File: src/rtl/ocp_pkg.sv
package ocp_pkg;
  typedef enum logic [1:0] {
    ST_RUN  = 2'd0,
    ST_SKIP = 2'd1,
    ST_HOLD = 2'd2
  } skip_state_t;
endpackage

File: src/rtl/ocp_sync.sv
module ocp_sync #(
  parameter int W      = 2,
  parameter int STAGES = 2
) (
  input  logic         clk,
  input  logic         rst,
  input  logic [W-1:0] d,
  output logic [W-1:0] q
);
  localparam int TOP = STAGES - 1;

  for (genvar b = 0; b < W; b++) begin : g_bit
    logic [STAGES-1:0] chain;
    always_ff @(posedge clk) begin
      if (rst) chain <= '0;
      else     chain <= {chain[TOP-1:0], d[b]};
    end
    assign q[b] = chain[TOP];
  end
endmodule

File: src/rtl/ocp_skip_timer.sv
module ocp_skip_timer
  import ocp_pkg::*;
#(
  parameter int SKIP_W = 12
) (
  input  logic              clk,
  input  logic              rst,
  input  logic              hi_s,
  input  logic              supply_ok,
  input  logic [SKIP_W-1:0] skip_len,
  output logic              skip_off,
  output logic              ss_discharge,
  output logic              skip_done,
  output logic              ss_restart
);
  skip_state_t       state;
  logic [SKIP_W-1:0] cnt;
  logic [SKIP_W-1:0] term;

  // A zero period is clamped to a single clock
  assign term = (skip_len == '0) ? '0 : skip_len - 1'b1;

  always_ff @(posedge clk) begin
    if (rst) begin
      state      <= ST_RUN;
      cnt        <= '0;
      skip_done  <= 1'b0;
      ss_restart <= 1'b0;
    end else begin
      skip_done  <= 1'b0;
      ss_restart <= 1'b0;
      unique case (state)
        ST_RUN: begin
          if (hi_s) begin
            state <= ST_SKIP;
            cnt   <= '0;
          end
        end
        ST_SKIP: begin
          if (hi_s) begin
            cnt <= '0;
          end else if (cnt == term) begin
            state     <= ST_HOLD;
            skip_done <= 1'b1;
          end else begin
            cnt <= cnt + 1'b1;
          end
        end
        ST_HOLD: begin
          if (hi_s) begin
            state <= ST_SKIP;
            cnt   <= '0;
          end else if (supply_ok) begin
            state      <= ST_RUN;
            ss_restart <= 1'b1;
          end
        end
        default: state <= ST_RUN;
      endcase
    end
  end

  assign skip_off     = (state != ST_RUN);
  assign ss_discharge = (state == ST_SKIP);

  assert_done_single_R5: assert property (@(posedge clk) disable iff (rst)
    skip_done |=> !skip_done);
  assert_entry_discharges_R4: assert property (@(posedge clk) disable iff (rst)
    $rose(skip_off) |-> ss_discharge);
  assert_trip_enters_skip_R4: assert property (@(posedge clk) disable iff (rst)
    hi_s |=> skip_off);
  assert_restart_after_off_R7: assert property (@(posedge clk) disable iff (rst)
    ss_restart |-> ($past(skip_off) && !skip_off));
  assert_done_leaves_timer_R7: assert property (@(posedge clk) disable iff (rst)
    skip_done |-> (skip_off && !ss_discharge));
endmodule

File: src/rtl/ocp_out_latch.sv
module ocp_out_latch (
  input  logic clk,
  input  logic rst,
  input  logic cyc_start,
  input  logic pwm_on,
  input  logic cyc_term,
  input  logic hi_s,
  input  logic skip_off,
  output logic gate_q
);
  logic clr;

  assign clr = cyc_term | hi_s | skip_off | ~pwm_on;

  always_ff @(posedge clk) begin
    if (rst)                      gate_q <= 1'b0;
    else if (clr)                 gate_q <= 1'b0;
    else if (cyc_start && pwm_on) gate_q <= 1'b1;
  end

  assert_term_wins_R3: assert property (@(posedge clk) disable iff (rst)
    cyc_term |=> !gate_q);
  assert_pwm_drop_R9: assert property (@(posedge clk) disable iff (rst)
    !pwm_on |=> !gate_q);
  assert_set_needs_start_R9: assert property (@(posedge clk) disable iff (rst)
    $rose(gate_q) |-> $past(cyc_start));
endmodule

File: src/rtl/ocp_guard.sv
module ocp_guard #(
  parameter int SKIP_W      = 12,
  parameter int SYNC_STAGES = 2
) (
  input  logic              clk,
  input  logic              rst,
  input  logic              lo_trip_raw,
  input  logic              hi_trip_raw,
  input  logic              cyc_start,
  input  logic              pwm_on,
  input  logic              supply_ok,
  input  logic [SKIP_W-1:0] skip_len,
  output logic              gate_out,
  output logic              cyc_term,
  output logic              skip_off,
  output logic              ss_discharge,
  output logic              skip_done,
  output logic              ss_restart
);
  localparam int NFLAG = 2;

  logic [NFLAG-1:0] flags_s;
  logic             lo_s;
  logic             hi_s;

  ocp_sync #(.W(NFLAG), .STAGES(SYNC_STAGES)) u_sync (
    .clk (clk),
    .rst (rst),
    .d   ({hi_trip_raw, lo_trip_raw}),
    .q   (flags_s)
  );

  assign lo_s     = flags_s[0];
  assign hi_s     = flags_s[1];
  assign cyc_term = lo_s;

  ocp_skip_timer #(.SKIP_W(SKIP_W)) u_timer (
    .clk          (clk),
    .rst          (rst),
    .hi_s         (hi_s),
    .supply_ok    (supply_ok),
    .skip_len     (skip_len),
    .skip_off     (skip_off),
    .ss_discharge (ss_discharge),
    .skip_done    (skip_done),
    .ss_restart   (ss_restart)
  );

  ocp_out_latch u_latch (
    .clk       (clk),
    .rst       (rst),
    .cyc_start (cyc_start),
    .pwm_on    (pwm_on),
    .cyc_term  (cyc_term),
    .hi_s      (hi_s),
    .skip_off  (skip_off),
    .gate_q    (gate_out)
  );

  assert_skip_blocks_gate_R10: assert property (@(posedge clk) disable iff (rst)
    skip_off |-> !gate_out);
  assert_term_then_low_R2: assert property (@(posedge clk) disable iff (rst)
    cyc_term |=> !gate_out);
endmodule

File: config.mk
export PLATFORM = sky130hd
export DESIGN_NAME = ocp_guard
export DESIGN_NICKNAME = d
export VERILOG_FILES = /design/src/rtl/ocp_pkg.sv /design/src/rtl/ocp_sync.sv /design/src/rtl/ocp_skip_timer.sv /design/src/rtl/ocp_out_latch.sv /design/src/rtl/ocp_guard.sv
export SDC_FILE = /design/constraint.sdc
export NUM_CORES = 1
export LEC_CHECK = 0
export ABC_AREA = 1
export BUFFER_PORTS_ARGS = -buffer_cell sky130_fd_sc_hd__buf_2
export CAP_MARGIN = 20
export CORE_ASPECT_RATIO = 1.25
export CORE_MARGIN = 3
export CORE_UTILIZATION = 35
export DETAILED_ROUTE_END_ITERATION = 16
export GPL_ROUTABILITY_DRIVEN = 0
export PLACE_DENSITY = 0.65
export SYNTH_ARGS = -nofsm -noshare
export SYNTH_HDL_FRONTEND = slang
export SYNTH_HIERARCHICAL = 1
export SYNTH_SLANG_ARGS = --single-unit
export TNS_END_PERCENT = 5
File: constraint.sdc
create_clock -name clk -period 3.25 [get_ports clk]
set_input_delay 0.1625 -clock clk [delete_from_list [all_inputs] [get_ports clk]]
set_output_delay 0.1625 -clock clk [all_outputs]
set_load 0.02 [all_outputs]
==> qor.txt, run 1 <==
Status: completed
First-pass GRT wire length: 7430 um
Yosys reg bits: 21
Avg Inst Size Synth: 5.76 um^2
Slowest cell on crit path: ha_1
Cts hold-fix bufs: 0
Unrepaired setup endpoints after global routing: false
CTS resizes: 0
Number of synthesized flops with an enable pin: 0
Synthesized Nets: 325
CP Class: input pin to flop
CP top delay family: simple AND/OR/NAND/NOR gates
Synth area leaders: dfxtp_1, nand2_1, inv_1
Crit path capture: u_timer/cnt[6]$_SDFFE_PP0P_
Overflow left after global routing: 0
Clock power share: 27.5%
Slew @ Worst Pin: 0.759 ns
Post-layout worst setup margin: 0.992 ns
IO Count: 25
Crit path depth: 16
Layout cells sized above 1: 14.3%
Place WS: 0.730 ns
Startpoint Class: input pin
Core Util, Final: 39.9%
Pleak: 0.998 nW
Hold Slack: 0.0989 ns
Sequential share of the synthesized area: 24.0%
Num Clock Sinks: 21
Yosys warning total: 6
Dominant cell type by area after synthesis: dfxtp_1
Inserted Clock Buffers: 3
Setup_tns: 0 ns
Post-DRT Antenna Nets: 0
Largest net degree at the start of global routing: 22
CP required: 3.41 ns
Row count: 28
Netlist cell types: 29
Power density over the cells: 320 nW/um^2
DR WL/cell: 10.3 um
DIE HEIGHT: 85.1 um
Setup Buffers After CTS: 0
Core footprint: 4800 um^2
Drt first pass iters: 4
Peak Freq: 443 MHz
Root buf cell: clkbuf_8
Share of the synthesized area in the top cell type: 24.0%
Clock tree buffer depth: 2
Worst reg-to-reg setup slack: 1.29 ns
Headroom to the max-slew limit: 49.2%
Worst Setup SP: skip_len[0]
Net switching fraction of the power: 32.1%
Vias in the first global route: 1850
Layout area overhead: 9.29%
Most used cell along the critical path: nand2_1
Initial Utilization: 36.5%
GRT Total Usage: 14.6%
Reg power frac: 46.8%
H-Tree Depth: 1
Final setup vio count: 0
Final Net Count: 344
Max Slew Vio Count: 0
Hold crit path type: input pin to flop
CTS tree: done
Avg Vias per Cell: 4.77
Post-DP HPWL: 3160 um
Die X-Extent: 69.3 um
CP endpoint kind: flop
CP bufs+invs: 3
MaxCap Viol Count: 0
Skew-Pair Late Insertion Delay: 0.26 ns
Period utilisation layout: 69.5%
Antenna cell count: 0
Critical Path Fanout Max: 21
IO buf count: 24
Post-synthesis async set-or-reset flop share: 0%
Routed wire length: 3940 um
Fin Clk Skew: 0.00151 ns
Gate Count Post-Synth: 304
Minimum clock period: 2.26 ns
Clock transition at path regs: 0.07 ns
Arrival time at the worst endpoint: 2.42 ns
Number of cells on the worst reg-to-reg path: 13
Critical path, cell by cell: buf_2 -> inv_1 -> ha_1 -> nand2_4 -> nor2_4 -> nand2_2 -> nand3_1 -> nand2_1 -> a21oi_2 -> nand2_1 -> nor2_2 -> nand3_2 -> nand3_4 -> nand2_1 -> inv_1 -> nor2_1
CP peak stage delay: 0.29 ns
Peak VDD IR: 0.000255 V
Starting DRC count in detailed routing: 92
Pint: 416 uW
Initial antenna violation count: 0
Reg-to-reg endpoint: u_timer/cnt[10]$_SDFFE_PP0P_
Synthesized cell area: 1750 um^2
Die area: 5890 um^2
Top_reg_cell synth: dfxtp_1
Routed vias: 1822
Comb pwr share: 25.7%
Final hold viol count: 0
DRC violations left: 0
Sw power: 197 uW
R2r startpoint: u_timer/cnt[0]$_SDFFE_PP0P_
## cells in the mapped netlist, types with 3 or more instances
library cell  number
nor2_1            45
inv_1             50
nand4_1           18
nor2_2             5
dfxtp_1           21
clkbuf_1           3
nand3_1           31
nand2_2            4
buf_6              3
nand2_1           90
o21ai_0            8
## power by group through the flow
stage | Sequential (mW) | Clock (mW) | Combinational, mW
after CTS | 0.287 | 0.176 | 0.158
after floorplan | 0.289 | 0 | 0.121
after global placement | 0.293 | 0 | 0.156
after detailed placement | 0.293 | 0 | 0.157
final | 0.287 | 0.169 | 0.157
after global routing | 0.289 | 0.187 | 0.185
## sequential cells by signal, summed over array words and instances (netlist names)
name                flops
u_timer/ss_restart      1
u_timer/cnt            12
u_latch/gate_q          1
u_timer/skip_done       1
u_sync/g_bit.chain      4
u_timer/state           2
## placed cells by master, fill, tap and decap left out, types with 3 or more instances in the layout
cell type  count
inv_1         50
o21ai_0        8
buf_2         24
nor2_1        45
clkbuf_8       3
nand2_2        4
dfxtp_1       21
nand2_1       90
nand3_1       31
nor2_2         5
nand4_1       18
## through the flow
stage	std cells	total power [mW]	area (um^2)
2_1_floorplan	304	0.410	1750
3_3_place_gp	378	0.448	1870
3_5_place_dp	378	0.450	1870
4_1_cts	382	0.621	1910
5_1_grt	382	0.661	1910
6_report	382	0.613	1910
## logic make-up (layout without fill, tap and decap cells)
family          count (synthesis)  after routing  share of synthesized area [%]
flops                          21             21                           24.0
buf+inv                        61             79                           15.4
xor+xnor                        3              3                           1.50
compound gates                 12             12                           3.93
fa+ha+maj                       2              2                           1.43
simple gates                  205            205                           53.7
## per-layer routing
metal  routed length, um  track usage, %  vias to the layer above  part of all wire, %
met1                1860            17.5                      801                   47
met2                1910            26.7                       32                   48
met4                  46            4.97                        0                  1.2
met3                 120            1.66                        5                  3.0
li1                    -               -                      984                    -
met5                   0               0                        -                    0
## tightest hold or removal path, cell delays in order
cell	delay (ns)
buf_2	0.07
inv_1	0.03
nor2_1	0.06
## area by class of cell
class	count	area, um^2
multi-input cells	222	1060
fillers	530	2890
inverters	51	191
well taps	60	75.1
clock buffers	3	41.3
repair buffers	24	120
clock inverters	1	5.00
flip-flops and latches	21	420
## worst min path at each step
stage / start / endpoint / slack, ns / cells past startpoint
global placement: hi_trip_raw / u_sync/g_bit[1].chain[0]$_SDFF_PP0_ / 0.37 / 3
detailed placement: hi_trip_raw / u_sync/g_bit[1].chain[0]$_SDFF_PP0_ / 0.37 / 3
global route: hi_trip_raw / u_sync/g_bit[1].chain[0]$_SDFF_PP0_ / 0.11 / 3
CTS: lo_trip_raw / u_sync/g_bit[0].chain[0]$_SDFF_PP0_ / 0.1 / 3
floorplan: rst / u_timer/state[1]$_SDFFE_PP0P_ / 0.23 / 1
finish: hi_trip_raw / u_sync/g_bit[1].chain[0]$_SDFF_PP0_ / 0.1 / 3
Note: power is estimated with default switching activity, not from simulation.
==> run 2: changes to the inputs <==
ABC_AREA = 0   (was 1)
PLACE_DENSITY = 0.67   (was 0.65)
clock period = 2 ns   (was 3.25 ns; I/O delays follow)
==> run 2 against run 1 <==
  * The flow now finishes with violations (negative setup slack)
  * Wire length up 28%
  * Non-clock buffer count grew 47
  * Setup slack lost 1.7 ns
  * Flip-flop and latch count stayed put
  * Count of clock-buffer cells in the layout did not move
  * Clock skew rose by 0.0026 ns
  * Core utilization up 11 points
  * Clock power grew 69%
  * Sequential power rose by 50%
  * Largest cell class unchanged
==> qor.txt, run 2 <==
Synthesized Nets: 246
DRC violations left: 0
Layout area overhead: 35.1%
Startpoint Class: input pin
Core Util, Final: 50.5%
Top_reg_cell synth: dfxtp_1
Largest net degree at the start of global routing: 18
Post-DRT Antenna Nets: 0
IO Count: 25
Num Clock Sinks: 21
Skew-Pair Late Insertion Delay: 0.27 ns
Routed wire length: 5040 um
Max Slew Vio Count: 0
Peak Freq: 365 MHz
DR WL/cell: 14.8 um
Unrepaired setup endpoints after global routing: true
GRT Total Usage: 17.2%
Row count: 27
Drt first pass iters: 4
Final Net Count: 305
Minimum clock period: 2.74 ns
Headroom to the max-slew limit: 63.5%
Die area: 5740 um^2
Root buf cell: clkbuf_8
Avg Vias per Cell: 5.78
Clock tree buffer depth: 2
Post-layout worst setup margin: -0.737 ns
Cts hold-fix bufs: 0
Biggest regs: u_timer/cnt: 12 flops, u_sync/g_bit.chain: 4 flops, u_timer/state: 2 flops
CP Class: input pin to flop
Core footprint: 4560 um^2
Dominant cell type by area after synthesis: dfxtp_1
Filler cell count: 451
Yosys reg bits: 21
DIE HEIGHT: 84.0 um
Slew @ Worst Pin: 0.546 ns
Post-synthesis async set-or-reset flop share: 0%
Critical Path Fanout Max: 5
Netlist cell types: 57
Final setup vio count: 15
Synth area leaders: dfxtp_1, a21oi_1, xnor2_1
Most common cell after layout, fill and taps aside: buf_4
Design area: 2300 um^2
Peak VDD IR: 0.000415 V
Vias in the first global route: 1723
Hold crit path type: input pin to flop
Comb pwr share: 20.3%
Period utilisation layout: 137%
Most common cell in the netlist: dfxtp_1
Power density over the cells: 390 nW/um^2
Post-DP HPWL: 3600 um
Failing checks: negative setup slack
Post-synth top cells: dfxtp_1, a21oi_1, nand2_1
Synthesized cell area: 1700 um^2
Pint: 650 uW
Initial antenna violation count: 0
CP endpoint kind: flop
Reg power frac: 47.9%
CTS tree: done
Status: complete, but fails checks
Max reg flops: 12
Net switching fraction of the power: 27.6%
Clock power share: 31.8%
First-pass GRT wire length: 7890 um
Arrival time at the worst endpoint: 2.94 ns
Avg Inst Size Synth: 7.57 um^2
IO buf count: 24
MaxCap Viol Count: 0
Inserted Clock Buffers: 3
Area of the multi-input gates: 1240 um^2
Number of synthesized flops with an enable pin: 0
Sequential share of the synthesized area: 24.7%
Overflow left after global routing: 0
Most flop-heavy register: u_timer/cnt
Starting DRC count in detailed routing: 121
Die X-Extent: 68.4 um
Setup Buffers After CTS: 0
Yosys warning total: 6
Final hold viol count: 0
Sw power: 248 uW
Routed vias: 1971
Layout cells sized above 1: 34.3%
Antenna cell count: 0
Most frequent cells in the layout: buf_4, buf_2, dfxtp_1
Share of the synthesized area in the top cell type: 24.7%
CP required: 2.20 ns
Gate Count Post-Synth: 225
Clock transition at path regs: 0.08 ns
Fin Clk Skew: 0.00415 ns
Reg area: 420 um^2
Pleak: 0.925 nW
Initial Utilization: 37.3%
H-Tree Depth: 1
Placed cell area: 2160 um^2
-- run 2: cell count changes in the layout (fill, tap and decap cells not counted), moves of 16 or more --
| cell | change |
|---|---|
| buf_4 | +46 |
| inv_1 | -41 |
| nand2_1 | -75 |
| nand3_1 | -22 |
| nand4_1 | -16 |
| nor2_1 | -34 |
-- run 2: layout make-up --
class	count	share of cell area [%]
Multi-Input combinational cell	178	54.1
Timing Repair Buffer	71	21.0
Clock inverter	1	0.218
Sequential cell	21	18.3
Tap cell	58	3.15
Clock buffer	3	1.79
Inverter	9	1.47
-- run 2: metrics by stage --
step	instances	hold WS, ns	TNS (ns)	worst slack [ns]	total power, mW
floorplan	225	0.172	-15.80	-1.13	0.524
global placement	336	0.313	-14.33	-1.02	0.609
detailed placement	336	0.318	-14.91	-1.06	0.611
CTS	341	0.0403	-9.79	-0.727	0.899
global route	341	0.0833	-10.76	-0.794	0.942
finish	341	0.0415	-10.15	-0.737	0.898
-- run 2: final timing paths --
kind / from / endpoint / slack, ns / cells past startpoint
max reg2reg: u_timer/cnt[2]$_SDFFE_PP0P_ / u_timer/cnt[8]$_SDFFE_PP0P_ / -0.33 / 6
min reg2reg: u_sync/g_bit[0].chain[1]$_SDFF_PP0_ / u_latch/gate_q$_SDFFE_PP0P_ / 0.43 / 1
min: lo_trip_raw / u_sync/g_bit[0].chain[0]$_SDFF_PP0_ / 0.04 / 2
max: skip_len[3] / u_timer/cnt[8]$_SDFFE_PP0P_ / -0.74 / 8
-- run 2: timing repair --
action                                  CTS  global route
pin swaps                                 2             6
resized for setup                         7            10
endpoints found under the setup margin   15            15
gates cloned                              1             0
-- run 2: worst max-delay path, cell delays in order --
cell and delay, ns:
buf_6 0.09, or4_4 0.55, or4_4 0.52, or4_4 0.42, a21o_1 0.20, or4_4 0.54
or3b_1 0.37, a31oi_1 0.15
-- run 2: routing by layer --
| layer | GRT usage (%) | up-vias | routed length [um] |
|---|---|---|---|
| met3 | 1.62 | 10 | 270 |
| met2 | 29.3 | 66 | 2520 |
| li1 | - | 963 | - |
| met1 | 21.8 | 932 | 2150 |
| met5 | 0 | - | 0 |
| met4 | 5.97 | 0 | 93 |
-- run 2: cells by family (layout without fill, tap and decap cells) --
logic type / after synthesis / count (layout) / share of synthesized area, %
multiplexers: 6 / 6 / 3.53
flip-flops: 21 / 21 / 24.7
XOR/XNOR: 10 / 10 / 5.14
adder cells (fa/ha/maj): 2 / 2 / 1.47
AND/OR/NAND/NOR: 106 / 107 / 37.0
AO/OA/AOI/OAI: 53 / 53 / 20.7
buffers and inverters: 27 / 84 / 7.42
-- run 2: power by group through the flow --
| stage | Clock [mW] | Combinational (mW) | Sequential, mW |
|---|---|---|---|
| 2_1_floorplan | 0 | 0.0864 | 0.438 |
| 3_3_place_gp | 0 | 0.169 | 0.440 |
| 3_5_place_dp | 0 | 0.172 | 0.440 |
| 4_1_cts | 0.291 | 0.177 | 0.430 |
| 5_1_grt | 0.311 | 0.199 | 0.431 |
| 6_report | 0.286 | 0.183 | 0.430 |
==> run 3: changes to the inputs <==
CORE_ASPECT_RATIO = 2   (was 1.25)
PLACE_DENSITY = 0.65   (was 0.67)
SLEW_MARGIN = 30   (was not set)
clock period = 3.2 ns   (was 2 ns; I/O delays follow)
==> run 3 against run 2 <==
  * The flow now finishes without violations
  * Die area rose by 0.79%
  * Wire length fell by 3.1%
  * Global-route usage fell by 0.28 points
  * Critical path depth rose by 3
  * Final cell count fell by 12%
  * Core utilization fell by 8.7 points
  * Non-clock buffer count fell by 36
  * Flip-flop and latch count did not move
  * Clock skew rose by 0.0039 ns
  * First-iteration DRC count fell by 40%
  * Hold slack improved by 0.046 ns
==> qor.txt, run 3 (synthesis results as in run 2) <==
Hold crit path type: input pin to flop
Overall power: 546 uW
Die area: 5790 um^2
Most flop-heavy register: u_timer/cnt
DIE HEIGHT: 105 um
Unrepaired setup endpoints after global routing: false
Avg Vias per Cell: 6.00
Max reg flops: 12
Inserted Clock Buffers: 3
CTS resizes: 0
Arrival time at the worst endpoint: 3.11 ns
CP endpoint kind: flop
Final setup vio count: 0
Fin Clk Skew: 0.00805 ns
Startpoint Class: input pin
CP required: 3.40 ns
DRC violations left: 0
Cts hold-fix bufs: 0
CTS tree: done
Setup_tns: 0 ns
Slew @ Worst Pin: 0.631 ns
Skew-Pair Late Insertion Delay: 0.27 ns
Pleak: 0.713 nW
Initial antenna violation count: 0
Num Clock Sinks: 21
Largest net degree at the start of global routing: 21
MaxCap Viol Count: 0
Most frequent cells in the layout: buf_2, dfxtp_1, a21oi_1
GRT Total Usage: 17.0%
Clock tree buffer depth: 2
Post-DP HPWL: 3750 um
Peak VDD IR: 0.000229 V
Power density over the cells: 282 nW/um^2
Layout area overhead: 13.8%
Antenna cell count: 0
Initial Utilization: 36.7%
Filler cell count: 524
First-pass GRT wire length: 7970 um
Clock transition at path regs: 0.09 ns
DR WL/cell: 16.2 um
Peak Freq: 343 MHz
Drt first pass iters: 4
Critical Path Fanout Max: 12
Die X-Extent: 55.3 um
Period utilisation layout: 91.0%
Post-DRT Antenna Nets: 0
Row count: 35
Status: completed
Final Net Count: 268
H-Tree Depth: 1
Overflow left after global routing: 0
Setup Buffers After CTS: 0
Minimum clock period: 2.91 ns
CP Class: input pin to flop
Starting DRC count in detailed routing: 73
IO Count: 25
Routed wire length: 4880 um
Most common cell after layout, fill and taps aside: buf_2
Final hold viol count: 0
IO buf count: 24
Root buf cell: clkbuf_8
Vias in the first global route: 1745
Core footprint: 4640 um^2
Biggest regs: u_timer/cnt: 12 flops, u_sync/g_bit.chain: 4 flops, u_timer/state: 2 flops
Routed vias: 1806
Layout cells sized above 1: 19.1%
Max Slew Vio Count: 0
Headroom to the max-slew limit: 57.9%
[run 3: critical path, stage by stage]
cell and delay [ns]:
buf_2 0.10, or4_4 0.55, or4_4 0.58, buf_4 0.17, a211oi_1 0.20, a21oi_1 0.07, a21o_1 0.16, or4_4 0.57
buf_4 0.21, and3b_1 0.18, o22ai_1 0.16
[run 3: metal layers]
layer,track usage [%],up-vias,share of wire [%]
met5,0,-,0
met4,13.7,0,7.4
met3,1.85,27,3.8
met2,30.8,60,52
met1,16.6,838,37
li1,-,881,-
[run 3: per-stage QoR]
step	hold WS (ns)	util (%)	setup slack, ns	instances	instance area (um^2)
floorplan	0.232	-	0.0118	225	1720
global placement	0.367	40.7	0.0863	297	1890
detailed placement	0.377	40.7	0.0435	297	1890
CTS	0.0875	41.8	0.314	301	1940
global route	0.126	41.8	0.164	301	1940
finish	0.0874	41.8	0.288	301	1940
[run 3: area by class of cell]
cell class	count	area, um^2	area share (%)
multi-input combinational	177	1160	60.0
sequential	21	420	21.7
timing repair buffer	35	203	10.5
tap	55	68.8	3.55
clock buffer	3	41.3	2.13
inverter	9	33.8	1.74
clock inverter	1	7.51	0.387
[run 3: power by group]
| part | switching (mW) | leakage (nW) | internal (mW) | total, mW |
|---|---|---|---|---|
| Combinational | 0.0487 | 0.521 | 0.0353 | 0.0839 |
| Sequential | 0.00835 | 0.170 | 0.265 | 0.274 |
| Clock | 0.100 | 0.0217 | 0.0884 | 0.189 |
[run 3: path summary, 6_finish.rpt]
kind	startpoint	to	slack, ns	depth (start not counted)
max reg2reg	u_timer/cnt[3]$_SDFFE_PP0P_	u_timer/cnt[9]$_SDFFE_PP0P_	0.72	9
max	skip_len[3]	u_timer/cnt[9]$_SDFFE_PP0P_	0.29	11
min reg2reg	u_sync/g_bit[0].chain[1]$_SDFF_PP0_	u_latch/gate_q$_SDFFE_PP0P_	0.44	1
min	hi_trip_raw	u_sync/g_bit[1].chain[0]$_SDFF_PP0_	0.09	2
